File: config.mk
export PLATFORM = sky130hd
export DESIGN_NAME = nextpc_unit
export DESIGN_NICKNAME = d
export VERILOG_FILES = /design/src/rtl/npc_pkg.sv /design/src/rtl/npc_seq_adder.sv /design/src/rtl/npc_branch_calc.sv /design/src/rtl/npc_jump_calc.sv /design/src/rtl/npc_source_sel.sv /design/src/rtl/nextpc_unit.sv
export SDC_FILE = /design/constraint.sdc
export NUM_CORES = 1
export LEC_CHECK = 0
export ABC_AREA = 1
export CAP_MARGIN = 5
export CORE_ASPECT_RATIO = 1.2
export CORE_MARGIN = 5
export CORE_UTILIZATION = 55
export DETAILED_ROUTE_END_ITERATION = 8
export GPL_TIMING_DRIVEN = 1
export PLACE_DENSITY = 0.89
export SYNTH_ARGS = -nofsm -noshare
export SYNTH_HDL_FRONTEND = slang
export SYNTH_SLANG_ARGS = --single-unit
File: constraint.sdc
create_clock -name clk -period 6.9 [get_ports clk]
set_input_delay 0.69 -clock clk [delete_from_list [all_inputs] [get_ports clk]]
set_output_delay 0.69 -clock clk [all_outputs]
set_load 0.01 [all_outputs]
File: src/rtl/npc_pkg.sv
package npc_pkg;

    // Source of the value loaded into the program counter
    typedef enum logic [1:0] {
        SRC_SEQ    = 2'd0,
        SRC_BRANCH = 2'd1,
        SRC_JUMP   = 2'd2,
        SRC_RESET  = 2'd3
    } npc_src_e;

endpackage

File: src/rtl/npc_seq_adder.sv
module npc_seq_adder #(
    parameter int ADDR_W  = 32,
    parameter int ALIGN_W = 2
) (
    input  logic [ADDR_W-1:0] pc,
    output logic [ADDR_W-1:0] pc_next_seq
);
    localparam logic [ADDR_W-1:0] STEP = ADDR_W'(1) << ALIGN_W;

    // Modulo-2^ADDR_W increment by one instruction word
    assign pc_next_seq = pc + STEP;

endmodule

File: src/rtl/npc_branch_calc.sv
module npc_branch_calc #(
    parameter int ADDR_W  = 32,
    parameter int IMM_W   = 16,
    parameter int ALIGN_W = 2
) (
    input  logic [ADDR_W-1:0] base,
    input  logic [IMM_W-1:0]  imm,
    output logic [ADDR_W-1:0] target
);
    localparam int EXT_W = ADDR_W - IMM_W - ALIGN_W;

    logic [ADDR_W-1:0] offset;

    // Word offset to byte offset: replicate sign, append alignment zeros
    assign offset = {{EXT_W{imm[IMM_W-1]}}, imm, {ALIGN_W{1'b0}}};
    assign target = base + offset;

endmodule

File: src/rtl/npc_jump_calc.sv
module npc_jump_calc #(
    parameter int ADDR_W  = 32,
    parameter int TGT_W   = 26,
    parameter int ALIGN_W = 2
) (
    input  logic [ADDR_W-TGT_W-ALIGN_W-1:0] region,
    input  logic [TGT_W-1:0]                tgt,
    output logic [ADDR_W-1:0]               target
);
    // Region bits on top, word index in the middle, aligned at the bottom
    assign target = {region, tgt, {ALIGN_W{1'b0}}};

endmodule

File: src/rtl/npc_source_sel.sv
module npc_source_sel
    import npc_pkg::*;
(
    input  logic     rst,
    input  logic     branch,
    input  logic     zero,
    input  logic     jump,
    output npc_src_e src
);
    // Priority: reset, then jump, then taken branch, then sequential
    always_comb begin
        if (rst) begin
            src = SRC_RESET;
        end else if (jump) begin
            src = SRC_JUMP;
        end else if (branch && zero) begin
            src = SRC_BRANCH;
        end else begin
            src = SRC_SEQ;
        end
    end

endmodule

File: src/rtl/nextpc_unit.sv
module nextpc_unit
    import npc_pkg::*;
#(
    parameter int ADDR_W   = 32,
    parameter int IMM_W    = 16,
    parameter int TGT_W    = 26,
    parameter logic [ADDR_W-1:0] RESET_PC = '0
) (
    input  logic              clk,
    input  logic              rst,
    input  logic [IMM_W-1:0]  imm_i,
    input  logic [TGT_W-1:0]  target_i,
    input  logic              branch_i,
    input  logic              jump_i,
    input  logic              zero_i,
    output logic [ADDR_W-1:0] pc_o,
    output logic [ADDR_W-1:0] pc_plus4_o
);
    localparam int ALIGN_W  = 2;
    localparam int REGION_W = ADDR_W - TGT_W - ALIGN_W;
    localparam logic [ADDR_W-1:0] STEP = ADDR_W'(1) << ALIGN_W;

    typedef struct packed {
        logic [ADDR_W-1:0] pc;
    } pc_state_t;

    pc_state_t         st_d, st_q;
    npc_src_e          src;
    logic [ADDR_W-1:0] seq_addr;
    logic [ADDR_W-1:0] br_addr;
    logic [ADDR_W-1:0] jmp_addr;

    npc_seq_adder #(
        .ADDR_W (ADDR_W),
        .ALIGN_W(ALIGN_W)
    ) u_seq (
        .pc         (st_q.pc),
        .pc_next_seq(seq_addr)
    );

    npc_branch_calc #(
        .ADDR_W (ADDR_W),
        .IMM_W  (IMM_W),
        .ALIGN_W(ALIGN_W)
    ) u_br (
        .base  (seq_addr),
        .imm   (imm_i),
        .target(br_addr)
    );

    npc_jump_calc #(
        .ADDR_W (ADDR_W),
        .TGT_W  (TGT_W),
        .ALIGN_W(ALIGN_W)
    ) u_jmp (
        .region(seq_addr[ADDR_W-1 -: REGION_W]),
        .tgt   (target_i),
        .target(jmp_addr)
    );

    npc_source_sel u_sel (
        .rst   (rst),
        .branch(branch_i),
        .zero  (zero_i),
        .jump  (jump_i),
        .src   (src)
    );

    always_comb begin
        st_d = st_q;
        unique case (src)
            SRC_RESET:  st_d.pc = RESET_PC;
            SRC_JUMP:   st_d.pc = jmp_addr;
            SRC_BRANCH: st_d.pc = br_addr;
            default:    st_d.pc = seq_addr;
        endcase
    end

    always_ff @(posedge clk) begin
        st_q <= st_d;
    end

    assign pc_o       = st_q.pc;
    assign pc_plus4_o = seq_addr;

    // reset loads the reset address regardless of the select flags
    a_r1_reset_load: assert property (@(posedge clk)
        rst |=> (pc_o == RESET_PC));

    // no branch and no jump gives a one-word step
    a_r2_seq_step: assert property (@(posedge clk) disable iff (rst)
        (!jump_i && !branch_i) |=> (pc_o == $past(pc_o) + STEP));

    // the incremented output tracks the register
    a_r3_plus4_track: assert property (@(posedge clk) disable iff (rst)
        (pc_plus4_o - pc_o) == STEP);

    // taken branch moves by the immediate in words from counter + 4
    a_r4_branch_offset: assert property (@(posedge clk) disable iff (rst)
        (!jump_i && branch_i && zero_i) |=>
        ((pc_o[IMM_W+ALIGN_W-1:ALIGN_W] - $past(pc_plus4_o[IMM_W+ALIGN_W-1:ALIGN_W])) == $past(imm_i)));

    // branch with zero low falls through
    a_r5_not_taken: assert property (@(posedge clk) disable iff (rst)
        (!jump_i && branch_i && !zero_i) |=> (pc_o == $past(pc_plus4_o)));

    // jump takes region from counter + 4 and wins over any branch
    a_r6_r7_jump_fields: assert property (@(posedge clk) disable iff (rst)
        jump_i |=> ((pc_o[TGT_W+ALIGN_W-1:ALIGN_W] == $past(target_i)) &&
                    (pc_o[ADDR_W-1 -: REGION_W] == $past(pc_plus4_o[ADDR_W-1 -: REGION_W]))));

    // word alignment is kept
    a_r8_aligned: assert property (@(posedge clk) disable iff (rst)
        pc_o[ALIGN_W-1:0] == '0);

endmodule

Yosys cells after proc, flatten, opt, wreduce, memory -nomap -nowiden
Index checks and enable logic that the tools add are counted.
{"block": "word_totals", "out_inout_bits": 64, "regBits": 32, "input_bits": 47}
{"block": "classes", "reduce_logical": 1, "n_addsub": 2, "n_eq_ne": 3, "n_mux": 4}
{"op": "one-hot mux 32 bit (3 select lines)", "count": 1}
{"op": "adder 32 x 3 -> 32 bit (second input constant)", "count": 1}
{"op": "adder 32 bit", "count": 1}
{"op": "equality test 2 bit (second input constant)", "count": 2}
{"op": "2-to-1 mux 2 bit", "count": 2}
{"op": "equality test 2 x 1 -> 1 bit (second input constant)", "count": 1}
{"op": "logical AND 1 bit", "count": 1}
{"op": "2-to-1 mux 1 bit", "count": 1}

Depth between registers and ports, before layout
Gate-level depths: netlist (run 1).
{"block": "logic_depth", "ltp_word": 6, "depth_mapped": 23, "depth_no_buf": 23}

Cells and area by module
From an unflattened synthesis (run 1), not the netlist that was laid out.
{"block": "hier_totals", "cells_unflattened": 843, "hier_area_um2": 4827.1}
{"mod": "npc_branch_calc", "n_inst": 1, "seq_area_each_um2": 0.0, "cells_each": 448, "area_per_inst_um2": 2245.9}
{"mod": "nextpc_unit", "n_inst": 1, "seq_area_each_um2": 640.6, "cells_each": 180, "area_per_inst_um2": 1400.1}
{"mod": "npc_seq_adder", "n_inst": 1, "seq_area_each_um2": 0.0, "cells_each": 177, "area_per_inst_um2": 909.6}
{"mod": "npc_jump_calc", "n_inst": 1, "seq_area_each_um2": 0.0, "cells_each": 33, "area_per_inst_um2": 244.0}
{"mod": "npc_source_sel", "n_inst": 1, "seq_area_each_um2": 0.0, "cells_each": 5, "area_per_inst_um2": 27.5}

Worst setup path before layout (run 1)
OpenSTA, ideal clock, no wires.
{"block": "synth_path", "path_type": "flip-flop to flip-flop", "startpoint": "register st_q (netlist bit pc_o[3])", "endpoint": "register st_q (netlist bit pc_o[27])", "setup_slack_ns": 4.276, "path_buffers": 0, "t_arrival_ns": 2.504, "period_less_slack_ns": 2.624, "path_stages_with_launch": 20, "setup_time_ns": 0.120, "cell_sequence": "dfxtp_1 ha_1 nand2_1 inv_1 nand2_1 nor2_1 nand4_1 or2_1 nand2_1 inv_1 ha_1 nand2_1 nor2_1 inv_1 nor3_1 nand2_1 nand2_1 nand2_1 nand3_1 nand3_1"}
{"item": "start: declaration", "line_no": "nextpc_unit.sv:27", "source": "pc_state_t st_d, st_q;"}
{"item": "start signal: assignment", "line_no": "nextpc_unit.sv:80", "source": "st_q <= st_d;"}

Worst setup path after layout (run 1)
{"block": "layout_path", "startpoint": "register st_q (netlist bit pc_o[3])", "endpoint": "output port pc_plus4_o[14]"}
{"block": "layout_between", "elab_chain_cells": 1}
{"item": "adder 32 x 3 -> 32 bit", "line_no": "npc_seq_adder.sv:11", "source": "assign pc_next_seq = pc + STEP;"}
{"item": "end: declaration", "line_no": "nextpc_unit.sv:17", "source": "output logic [ADDR_W-1:0] pc_plus4_o"}
No other way between the ends.

==> results of run 1 <==
## stage by stage
step / total power, uW / util (%) / cells / hold slack (ns) / instance area [um^2]
finish: 736 / 72.1 / 1007 / 0.572 / 5530
global route: 779 / 72.1 / 1007 / 0.566 / 5530
CTS: 727 / 72.1 / 1007 / 0.550 / 5530
detailed placement: 572 / 71.0 / 999 / 0.533 / 5440
global placement: 563 / 71.0 / 999 / 0.503 / 5440
floorplan: 419 / - / 810 / 0.513 / 4310
## per-layer routing
metal  GRT usage [%]  share of wire (%)
met1            41.7                 40
met4            13.8                4.2
met2            56.4                 47
met3            2.18                8.6
met5               0                  0
## worst max-delay path: cells and delay by family (launching register included)
kind / cells / cell delay, ns
xor+xnor: 1 / 0.43
fa+ha+maj: 1 / 0.22
buf+inv: 3 / 0.82
flops: 1 / 0.43
simple gates: 2 / 0.37
## power breakdown
part | switching (uW) | internal [uW]
clock | 76.4 | 80.6
sequential | 20.7 | 188
combinational | 217 | 153
## Yosys cell counts, types with 2 or more instances
master,n
buf_4,5
xor2_1,13
nand3_1,75
or2_2,6
ha_1,34
o211ai_1,5
dfxtp_1,30
nand4_1,10
nand2_1,320
nor2_4,4
clkbuf_1,3
nor2_1,75
o21bai_1,4
o21ai_0,9
nand2_4,2
and2_1,5
inv_2,6
nand3_2,2
nor3_1,11
a21oi_1,27
buf_2,2
inv_1,137
nand3b_1,5
or2_1,2
o221ai_1,2
## cell families (layout without fill, tap and decap cells)
kind of cell               Yosys count  count (layout)
and+or+nand+nor                    524             524
xor gates and xnor gates            14              14
other                                1               4
adders and majority gates           35              35
buffers and inverters              153             258
DFF                                 30              30
AOI/OAI and AO/OA                   50              50
## worst max-delay path by stage
stage / slack, ns / endpoint / depth (start not counted) / from
global placement: 3.71 / pc_o[29]$_DFF_P_ / 11 / imm_i[15]
global route: 3.37 / pc_o[28]$_DFF_P_ / 17 / pc_o[2]$_DFF_P_
detailed placement: 3.68 / pc_o[29]$_DFF_P_ / 11 / imm_i[15]
CTS: 3.70 / pc_plus4_o[22] / 9 / pc_o[3]$_DFF_P_
finish: 3.65 / pc_plus4_o[14] / 7 / pc_o[3]$_DFF_P_
floorplan: 4.28 / pc_o[27]$_DFF_P_ / 19 / pc_o[3]$_DFF_P_
## final cells by class
class / count / area (um^2) / share of cell area [%]
Clock buffer: 7 / 86.3 / 1.56
Clock inverter: 1 / 5.00 / 0.0905
Inverter: 143 / 537 / 9.71
Multi-Input combinational cell: 627 / 3120 / 56.4
Sequential cell: 30 / 601 / 10.9
Tap cell: 92 / 115 / 2.08
Timing Repair Buffer: 107 / 1070 / 19.3
==> results.md, run 1 <==
- RSZ-0062 raised after global routing: no
- Post-CTS setup buffers: 0
- Wirelength, routed: between 15000 and 20000 um
- CTS clk-pin slew, worst paths: ~0.08 ns
- Total grt overflow: 0
- Power Dens Cells: 133 mW/mm^2
- Critical Path AT: 2.56 ns
- DP Worst Slack: approximately 3.7 ns
- Critical path required time: between 6 and 7 ns
- Critical path class: reg2out
- Post-synthesis register bit count: 30
- Post-synthesis simple-gate area fraction: 52.2%
- Synth async-reset ratio: 0%
- Layout cells sized above 1: 3.50%
- TritonRoute pass-1 iters: 6
- Slew Limit Fails: 0
- Number of global-route vias before repair: around 5300
- Sequential share of the synthesized area: between 10% and 20%
- Syn-to-layout area delta: 28.5%
- Crit. End Element: output pin
- Post-cts sizing count: 0
- Port Buf Inserts: 106
- Core area: 0.00766 mm^2
- Reg-to-reg startpoint: pc_o[3]$_DFF_P_
- R2R cell count: 17
- Global-route wire length before repair: between 20000 and 30000 um
- Clock Path Buffers: 2
- Final worst-path cycle share: between 40% and 50%
- Hold WC Path Type: reg2reg
- Number of flops mapped to enable cells by yosys: 0
- Worst-path fanout max: 5
- Post-DRT Antenna Nets: 0
- Largest register FFs: 30
- Sinks on Clock Net: 30
- Hold depth: 1
- Most frequent cells in the layout: nand2_1 (320), inv_1 (137), clkdlybuf4s50_1 (106)
- Post-Synth Adder-Cell Area: between 10% and 20%
- Die ar.: 0.00970 mm^2
- Commonest non-fill, non-tap cell in the layout: nand2_1
- Wirelength per Cell: 16.0 um
- # rows: 35
- Final Skew: 0.0108 ns
- Fmax achieved: 308 MHz
- Setup_tns: 0 ns
- CP max-delay cell: clkdlybuf4s50_1
- Post-synthesis mux area share: 0%
- Status: completed
- Worst Hold End: pc_o[2]$_DFF_P_
- Post-synthesis xor/xnor area fraction: 2.85%
- Crit start category: flip-flop
- Hold bufs inserted after CTS: 0
- Starting density of the core: 56.1%
- Synth Cell Area: 0.00430 mm^2
- Worst hold start: pc_o[2]$_DFF_P_
- Compound-gate portion of the synthesized area: 6.72%
- YS warnings: 0
- Die W: 90.7 um
- DP HPWL: 13500 um
- Dominant synthesized flop cell: dfxtp_1
- Critical Path, Cell by Cell: ha_1, inv_1, nor2_1, inv_1, nor2_1, xor2_1, clkdlybuf4s50_1
- DR vias: 5594
- DRC viols: 0
- Worst-Skew Late Latency: between 0.2 and 0.3 ns
- R2r setup slk: 3.66 ns
- Combinational family with the most area after synthesis: simple AND/OR/NAND/NOR gates
- Synth area leaders: nand2_1 (28%), dfxtp_1 (14%), inv_1 (12%)
- Final net count: 996
- Count of unique library cells instantiated by Yosys: 38
- Worst-margin pin slew: 0.778 ns
- Slew margin rel.: between 40% and 50%
- Syn Area/Cell: 5.33 um^2
- All-Layer GR Usage: 32.6%
- Maximum VDD drop: 0.101 mV
- Count of final setup violators: 0
- Number of DRC markers in iteration 0: 525
- Setup ws final: roughly 3.7 ns
- LEAKAGE: 0.00295 uW
- Gpl congestion: 0.946
- CP max stage delay: 0.63 ns
- Dominant cell type by area after synthesis: nand2_1
- Yosys top cell area share: 27.9%
- Syn Inst Count: 807
- DR vias/cell: 5.56
- Fin. Hold Viols: 0
- Fillers: slightly above 700
- I/O pin total: 111
- Initial antenna violation count: 0
- Num CTS Buffers: 5
- Largest net degree at the start of global routing: 26
- # Max-Cap Violations: 0
- Antenna diodes: 0
- Crit path time final: 3.25 ns
- CTS H-tree depth: 2
- Die H: 107 um
- Root buf cell: clkbuf_8
- CTS tree: built
- Crit Reg-Reg Endpoint: pc_o[28]$_DFF_P_
Power figures use the tool's default switching activity.
==> run 2, diff against run 1 <==
--- a/config.mk
+++ b/config.mk
@@ -9,10 +9,10 @@
 export CAP_MARGIN = 5
 export CORE_ASPECT_RATIO = 1.2
 export CORE_MARGIN = 5
-export CORE_UTILIZATION = 55
+export CORE_UTILIZATION = 51
 export DETAILED_ROUTE_END_ITERATION = 8
 export GPL_TIMING_DRIVEN = 1
-export PLACE_DENSITY = 0.89
+export PLACE_DENSITY = 0.83
 export SYNTH_ARGS = -nofsm -noshare
 export SYNTH_HDL_FRONTEND = slang
 export SYNTH_SLANG_ARGS = --single-unit
==> constraint.sdc (replaced) <==
create_clock -name clk -period 3.2 [get_ports clk]
set_input_delay 0.32 -clock clk [delete_from_list [all_inputs] [get_ports clk]]
set_output_delay 0.32 -clock clk [all_outputs]
set_load 0.01 [all_outputs]
==> run 2 against run 1 <==
  * Cell area increased by 3.4%
  * Clock power grew 100%
  * Combinational power rose by 120%
  * Count of clock-buffer cells in the layout is 1 lower
  * Largest cell class unchanged
  * First-iteration DRC count decreased by 27%
  * Global-route usage is 2.0 points lower
  * Critical path type is now reg2reg
  * Routed wire length rose by 0.74%
  * Register-to-register slack got worse by 3.4 ns
  * Setup slack got worse by 3.4 ns
==> results.md, run 2 (synthesis gave the netlist of run 1 again) <==
- Critical Path AT: 3.14 ns (+0.58 ns)
- Total power: 1590 uW (+120%)
- CTS tree: built
- LEAKAGE: 0.00300 uW (+1.7%)
- Final worst-path cycle share: about 92%
- Final net count: 1007 (+1.1%)
- All-Layer GR Usage: 30.6% (-2.0 points)
- Number of global-route vias before repair: 5130 (-3.0%)
- Critical path class: reg2reg
- Port Buf Inserts: 106 (unchanged)
- Die ar.: 0.0104 mm^2 (+7.0%)
- Power Dens Cells: 278 mW/mm^2 (+110%)
- Starting density of the core: 52.5% (-3.7 points)
- Slew margin rel.: 47.4% (-0.66 points)
- Die H: 111 um (+3.5%)
- Setup_tns: 0 ns (unchanged)
- I/O pin total: 111 (unchanged)
- # rows: 36 (+2.9%)
- Initial antenna violation count: 0 (unchanged)
- Fin cells: 1038 (+3.1%)
- Worst-path fanout max: 5 (unchanged)
- DRC viols: 0 (unchanged)
- TritonRoute pass-1 iters: 6 (unchanged)
- Fillers: 779 (+9.7%)
- DR vias: 5474 (-2.1%)
- Die W: 93.8 um (+3.4%)
- Worst-margin pin slew: 0.787 ns (+0.00991 ns)
- Sinks on Clock Net: 30 (unchanged)
- Crit start category: flip-flop
- Wirelength, routed: 16300 um (+0.74%)
- Slew Limit Fails: 0 (unchanged)
- DR vias/cell: 5.27 (-5.1%)
- Num CTS Buffers: 5 (unchanged)
- Root buf cell: clkbuf_8
- DP HPWL: 13800 um (+2.3%)
- Commonest non-fill, non-tap cell in the layout: nand2_1
- Post-DRT Antenna Nets: 0 (unchanged)
- Syn-to-layout area delta: 32.9%
- Antenna diodes: 0 (unchanged)
- Wirelength per Cell: 15.7 um (-2.3%)
- Layout cells sized above 1: 6.49% (+3.0 points)
- Final Skew: 0.0116 ns (+0.000866 ns)
- Largest register FFs: 30 (unchanged)
- Count of final setup violators: 0 (unchanged)
- Fmax achieved: 338 MHz
- Crit path time final: around 3.0 ns
- Most frequent cells in the layout: nand2_1 (320), inv_1 (137), clkdlybuf4s50_1 (106)
- Total grt overflow: 0 (unchanged)
- # Max-Cap Violations: 0 (unchanged)
- DP Worst Slack: 0.0398 ns (-3.64 ns)
- Hold WC Path Type: reg2reg
- CTS H-tree depth: 2 (unchanged)
- Status: completed
- Setup ws final: 0.242 ns (-3.41 ns)
- RSZ-0062 raised after global routing: no
- Worst-Skew Late Latency: 0.29 ns (about the same)
- Global-route wire length before repair: 25300 um (-1.6%)
- Maximum VDD drop: 0.113 mV (+11%)
- Fin. Hold Viols: 0 (unchanged)
- Critical path required time: 3.38 ns (-2.83 ns)
- Largest net degree at the start of global routing: 23 (-12%)
- Crit. End Element: flip-flop
- Number of DRC markers in iteration 0: 383 (-27%)
- CTS clk-pin slew, worst paths: 0.07 ns (about the same)
- Gpl congestion: 0.982 (+3.8%)
- Clock Path Buffers: 2 (unchanged)
- Dpl cells: 1031 (+3.2%)
- Core area: 0.00820 mm^2 (+7.0%)
==> run 2: cell count changes in the layout (fill, tap and decap cells not counted), moves of 3 or more <==
| cell | delta |
|---|---|
| nor3_1 | -6 |
| nor2_1 | -4 |
| nor2_2 | +3 |
| nor3_2 | +6 |
| buf_4 | +11 |
| ha_1 | -3 |
==> run 2: final timing paths <==
| kind | from | to | slack (ns) | depth (start not counted) |
|---|---|---|---|---|
| hold / removal | pc_o[2]$_DFF_P_ | pc_o[2]$_DFF_P_ | 0.53 | 1 |
| setup reg to reg | pc_o[2]$_DFF_P_ | pc_o[28]$_DFF_P_ | 0.24 | 17 |
| setup / recovery | pc_o[2]$_DFF_P_ | pc_o[28]$_DFF_P_ | 0.24 | 17 |
| hold reg to reg | pc_o[2]$_DFF_P_ | pc_o[2]$_DFF_P_ | 0.53 | 1 |
==> run 2: through the flow <==
stage               instance area [um^2]  hold slack (ns)  utilization [%]
finish                              5720            0.529             69.7
global route                        5720            0.554             69.7
CTS                                 5620            0.554             68.6
detailed placement                  5540            0.538             67.6
global placement                    5540            0.488             67.6
floorplan                           4310            0.440                -
==> run 2: critical path, stage by stage, from the launching register on <==
cell	delay, ns
dfxtp_2	0.38
ha_2	0.22
inv_1	0.07
nor2_1	0.15
inv_1	0.11
nor2_1	0.21
xor2_1	0.33
ha_1	0.35
nand2_1	0.13
inv_1	0.05
nand2_1	0.06
nand2_1	0.07
a21oi_1	0.23
nor2_1	0.09
nor2_1	0.14
nand3_1	0.09
nand3_1	0.12
nand2_1	0.06
==> run 2: layout make-up <==
class	instances	area [um^2]	share of cell area, %
clock buffer	6	82.6	1.44
inverter	143	537	9.39
multi-input combinational	627	3200	56.0
sequential	30	603	10.5
tap	114	143	2.49
timing repair buffer	118	1150	20.1
==> run 2: routing by layer <==
| layer | vias to the layer above | GRT usage (%) | share of wire [%] | routed length (um) |
|---|---|---|---|---|
| met5 | - | 0 | 0 | 0 |
| met4 | 0 | 10.4 | 3.6 | 592 |
| met3 | 44 | 2.24 | 7.3 | 1200 |
| met2 | 280 | 51.9 | 47 | 7610 |
| met1 | 2425 | 40.3 | 42 | 6870 |
| li1 | 2725 | - | - | - |
==> run 2: power breakdown <==
| part | internal (uW) | switching, uW | total [uW] |
|---|---|---|---|
| registers | 405 | 43.6 | 449 |
| clock network | 166 | 151 | 317 |
| logic | 347 | 476 | 823 |
| total | 918 | 670 | 1590 |
==> run 2: timing repair <==
item	in CTS	in global routing
endpoints found under the setup margin	0	16
hold buffers	0	0
resized for setup	0	20
hold endpoints to repair	0	0
setup buffers	0	1
==> run 3, diff against run 2 <==
--- a/config.mk
+++ b/config.mk
@@ -12,7 +12,8 @@
 export CORE_UTILIZATION = 51
 export DETAILED_ROUTE_END_ITERATION = 8
 export GPL_TIMING_DRIVEN = 1
-export PLACE_DENSITY = 0.83
+export HOLD_SLACK_MARGIN = 0.06
+export PLACE_DENSITY = 0.85
 export SYNTH_ARGS = -nofsm -noshare
 export SYNTH_HDL_FRONTEND = slang
 export SYNTH_SLANG_ARGS = --single-unit
==> run 3 against run 2 <==
  * Non-clock buffer count shrank 3
  * Sequential power hardly changed
  * Via count decreased by 0.42%
  * Fmax is 1.2% lower
  * Largest cell class unchanged
  * Largest power group unchanged
  * Highest routed layer unchanged
==> results.md, run 3 (synthesis gave the netlist of run 1 again) <==
- Crit. End Element: flip-flop
- Most frequent cells in the layout: nand2_1 (319), inv_1 (137), clkdlybuf4s50_1 (106)
- Critical path class: reg2reg
- Wirelength per Cell: 15.6 um (-0.54%)
- Grt met1 use: 38.8% (-1.5 points)
- Critical Path AT: 3.16 ns (+0.02 ns)
- Most Used Layer, Global Route: met2
- DR vias/cell: 5.26 (-0.32%)
- Crit start category: flip-flop
- Core area: 0.00820 mm^2 (unchanged)
- TritonRoute pass-1 iters: 5 (-1)
- Worst-margin pin slew: 0.846 ns (+0.0586 ns)
- Layout cells sized above 1: 6.93% (+0.44 points)
- Slew Limit Fails: 0 (unchanged)
- Worst hold start: pc_o[2]$_DFF_P_
- Setup_tns: 0 ns (unchanged)
- Die ar.: 0.0104 mm^2 (unchanged)
- Most used cell, CP: nand2_1
- CTS H-tree depth: 2 (unchanged)
- Hold depth: 1 (unchanged)
- Post-route core utilization: 69.7% (unchanged)
- Power Dens Cells: 279 mW/mm^2 (+0.28%)
- Num CTS Buffers: 5 (unchanged)
- Crit Reg-Reg Endpoint: pc_o[26]$_DFF_P_
- Fillers: 786 (+0.90%)
- Worst Hold End: pc_o[2]$_DFF_P_
- Commonest non-fill, non-tap cell in the layout: nand2_1
- Final Skew: 0.0185 ns (+0.00685 ns)
- LEAKAGE: 0.00299 uW (-0.27%)
- Clock Path Buffers: 2 (unchanged)
- Maximum VDD drop: 0.161 mV (+43%)
- Hold WC Path Type: reg2reg
- Final net count: 1004 (-0.30%)
- Slew margin rel.: 43.5% (-3.9 points)
- Final worst-path cycle share: 93.6% (+1.2 points)
- Fin. Hold Viols: 0 (unchanged)
- Fmax achieved: 334 MHz (-1.2%)
- CP Buf/Inv Count: 1 (-2)
- Worst-path fanout max: 5 (unchanged)
- Starting density of the core: 52.5% (unchanged)
- Post-DRT Antenna Nets: 0 (unchanged)
- Cell family with most CP delay: simple AND/OR/NAND/NOR gates
- Port Buf Inserts: 106 (unchanged)
- DRC viols: 0 (unchanged)
- Post-CTS setup buffers: 0 (unchanged)
- Sinks on Clock Net: 30 (unchanged)
- DP HPWL: 13700 um (-0.59%)
- Total grt overflow: 0 (unchanged)
- Syn-to-layout area delta: 32.9% (unchanged)
- Met2 GRT Util: 51.0% (-0.95 points)
- CTS clk-pin slew, worst paths: 0.08 ns (about the same)
- Die H: 111 um (unchanged)
- CP max stage delay: 0.39 ns (about the same)
- Setup ws final: 0.205 ns (-0.0369 ns)
- Critical path required time: 3.37 ns (about the same)
- Initial antenna violation count: 0 (unchanged)
- # rows: 36 (unchanged)
- Count of final setup violators: 0 (unchanged)
- Crit path time final: 3.00 ns (+0.0369 ns)
- Global-route wire length before repair: 25100 um (-0.60%)
- Min Hold Slack: 0.540 ns (+0.0114 ns)
- Largest net degree at the start of global routing: 25 (+8.7%)
- R2r setup slk: 0.20 ns (-0.04 ns)
- Gpl congestion: 0.988 (+0.57%)
- Largest register FFs: 30 (unchanged)
- Root buf cell: clkbuf_8
- Wirelength, routed: 16200 um (-0.64%)
- Status: completed
- Worst-Skew Late Latency: 0.28 ns (about the same)
- R2R cell count: 17 (unchanged)
- Number of global-route vias before repair: 5126 (-0.078%)
- I/O pin total: 111 (unchanged)
- All-Layer GR Usage: 30.3% (-0.29 points)
- CP max-delay cell: ha_1
- # Max-Cap Violations: 0 (unchanged)
- Number of DRC markers in iteration 0: 384 (+0.26%)
- Antenna diodes: 0 (unchanged)
- Hold bufs inserted after CTS: 0 (unchanged)
- Met3 GRT Util: 4.63% (+2.4 points)
- DR vias: 5451 (-0.42%)
- CTS tree: built
- Die W: 93.8 um (unchanged)
- DP Worst Slack: 0.0523 ns (+0.0125 ns)
- Critical Path, Cell by Cell: ha_2, inv_1, nor2_1, nand2_2, nor3_2, nand2_1, and2_1, ha_1, nand2_1, nor2_1, nand2_1, nor2_1, nand2_1, nand3_1, nand2_1, nand3_1, nand3_1
- Reg-to-reg startpoint: pc_o[2]$_DFF_P_
- CP startpoint: pc_o[2]$_DFF_P_
## run 3: changes by cell type in the layout (fill, tap and decap cells not counted), moves of 2 or more
| cell | delta |
|---|---|
| nor2_2 | +5 |
| nor2_1 | -5 |
| xor2_2 | +2 |
| xor2_1 | -2 |
| buf_4 | -3 |
## run 3: cell type report
class	instances	area (um^2)	share of cell area, %
well taps	114	143	2.49
flip-flops and latches	30	603	10.5
multi-input cells	627	3220	56.2
clock inverters	1	5.00	0.0875
clock buffers	7	86.3	1.51
repair buffers	115	1130	19.7
inverters	143	537	9.39
## run 3: worst reg2reg max path, delay by kind of cell, from the launching register on
kind                     cells  cell delay (ns)
adder cells (fa/ha/maj)      2             0.61
buffers and inverters        1             0.08
flip-flops                   1             0.38
AND/OR/NAND/NOR             14             1.82
## run 3: metrics by stage
step | total power (uW) | instance area, um^2 | std cells
global route | 1690 | 5720 | 1037
finish | 1590 | 5720 | 1037
floorplan | 903 | 4310 | 810
CTS | 1560 | 5620 | 1037
detailed placement | 1240 | 5530 | 1029
global placement | 1230 | 5530 | 1029
## run 3: repair_timing
action	CTS	global route
hold endpoints to repair	0	0
endpoints found under the setup margin	0	16
resized for setup	0	25
## run 3: per-layer routing
layer / up-vias / routed length (um)
met3: 40 / 1370
li1: 2739 / -
met2: 238 / 7610
met5: - / 0
met1: 2434 / 6560
met4: 0 / 620
## run 3: worst max path at each step
| stage | to | slack (ns) | cells after the start |
|---|---|---|---|
| global placement | pc_o[26]$_DFF_P_ | 0.13 | 19 |
| finish | pc_o[26]$_DFF_P_ | 0.20 | 17 |
| global route | pc_o[25]$_DFF_P_ | -0.03 | 19 |
| CTS | pc_o[26]$_DFF_P_ | 0.04 | 19 |
| detailed placement | pc_o[26]$_DFF_P_ | 0.05 | 19 |
| floorplan | pc_o[27]$_DFF_P_ | 0.58 | 19 |
## run 3: report_power, final
group	switching (uW)	total [uW]	internal [uW]
Clock	149	322	174
Combinational	476	820	345
Sequential	45.0	450	405
Total	669	1590	924
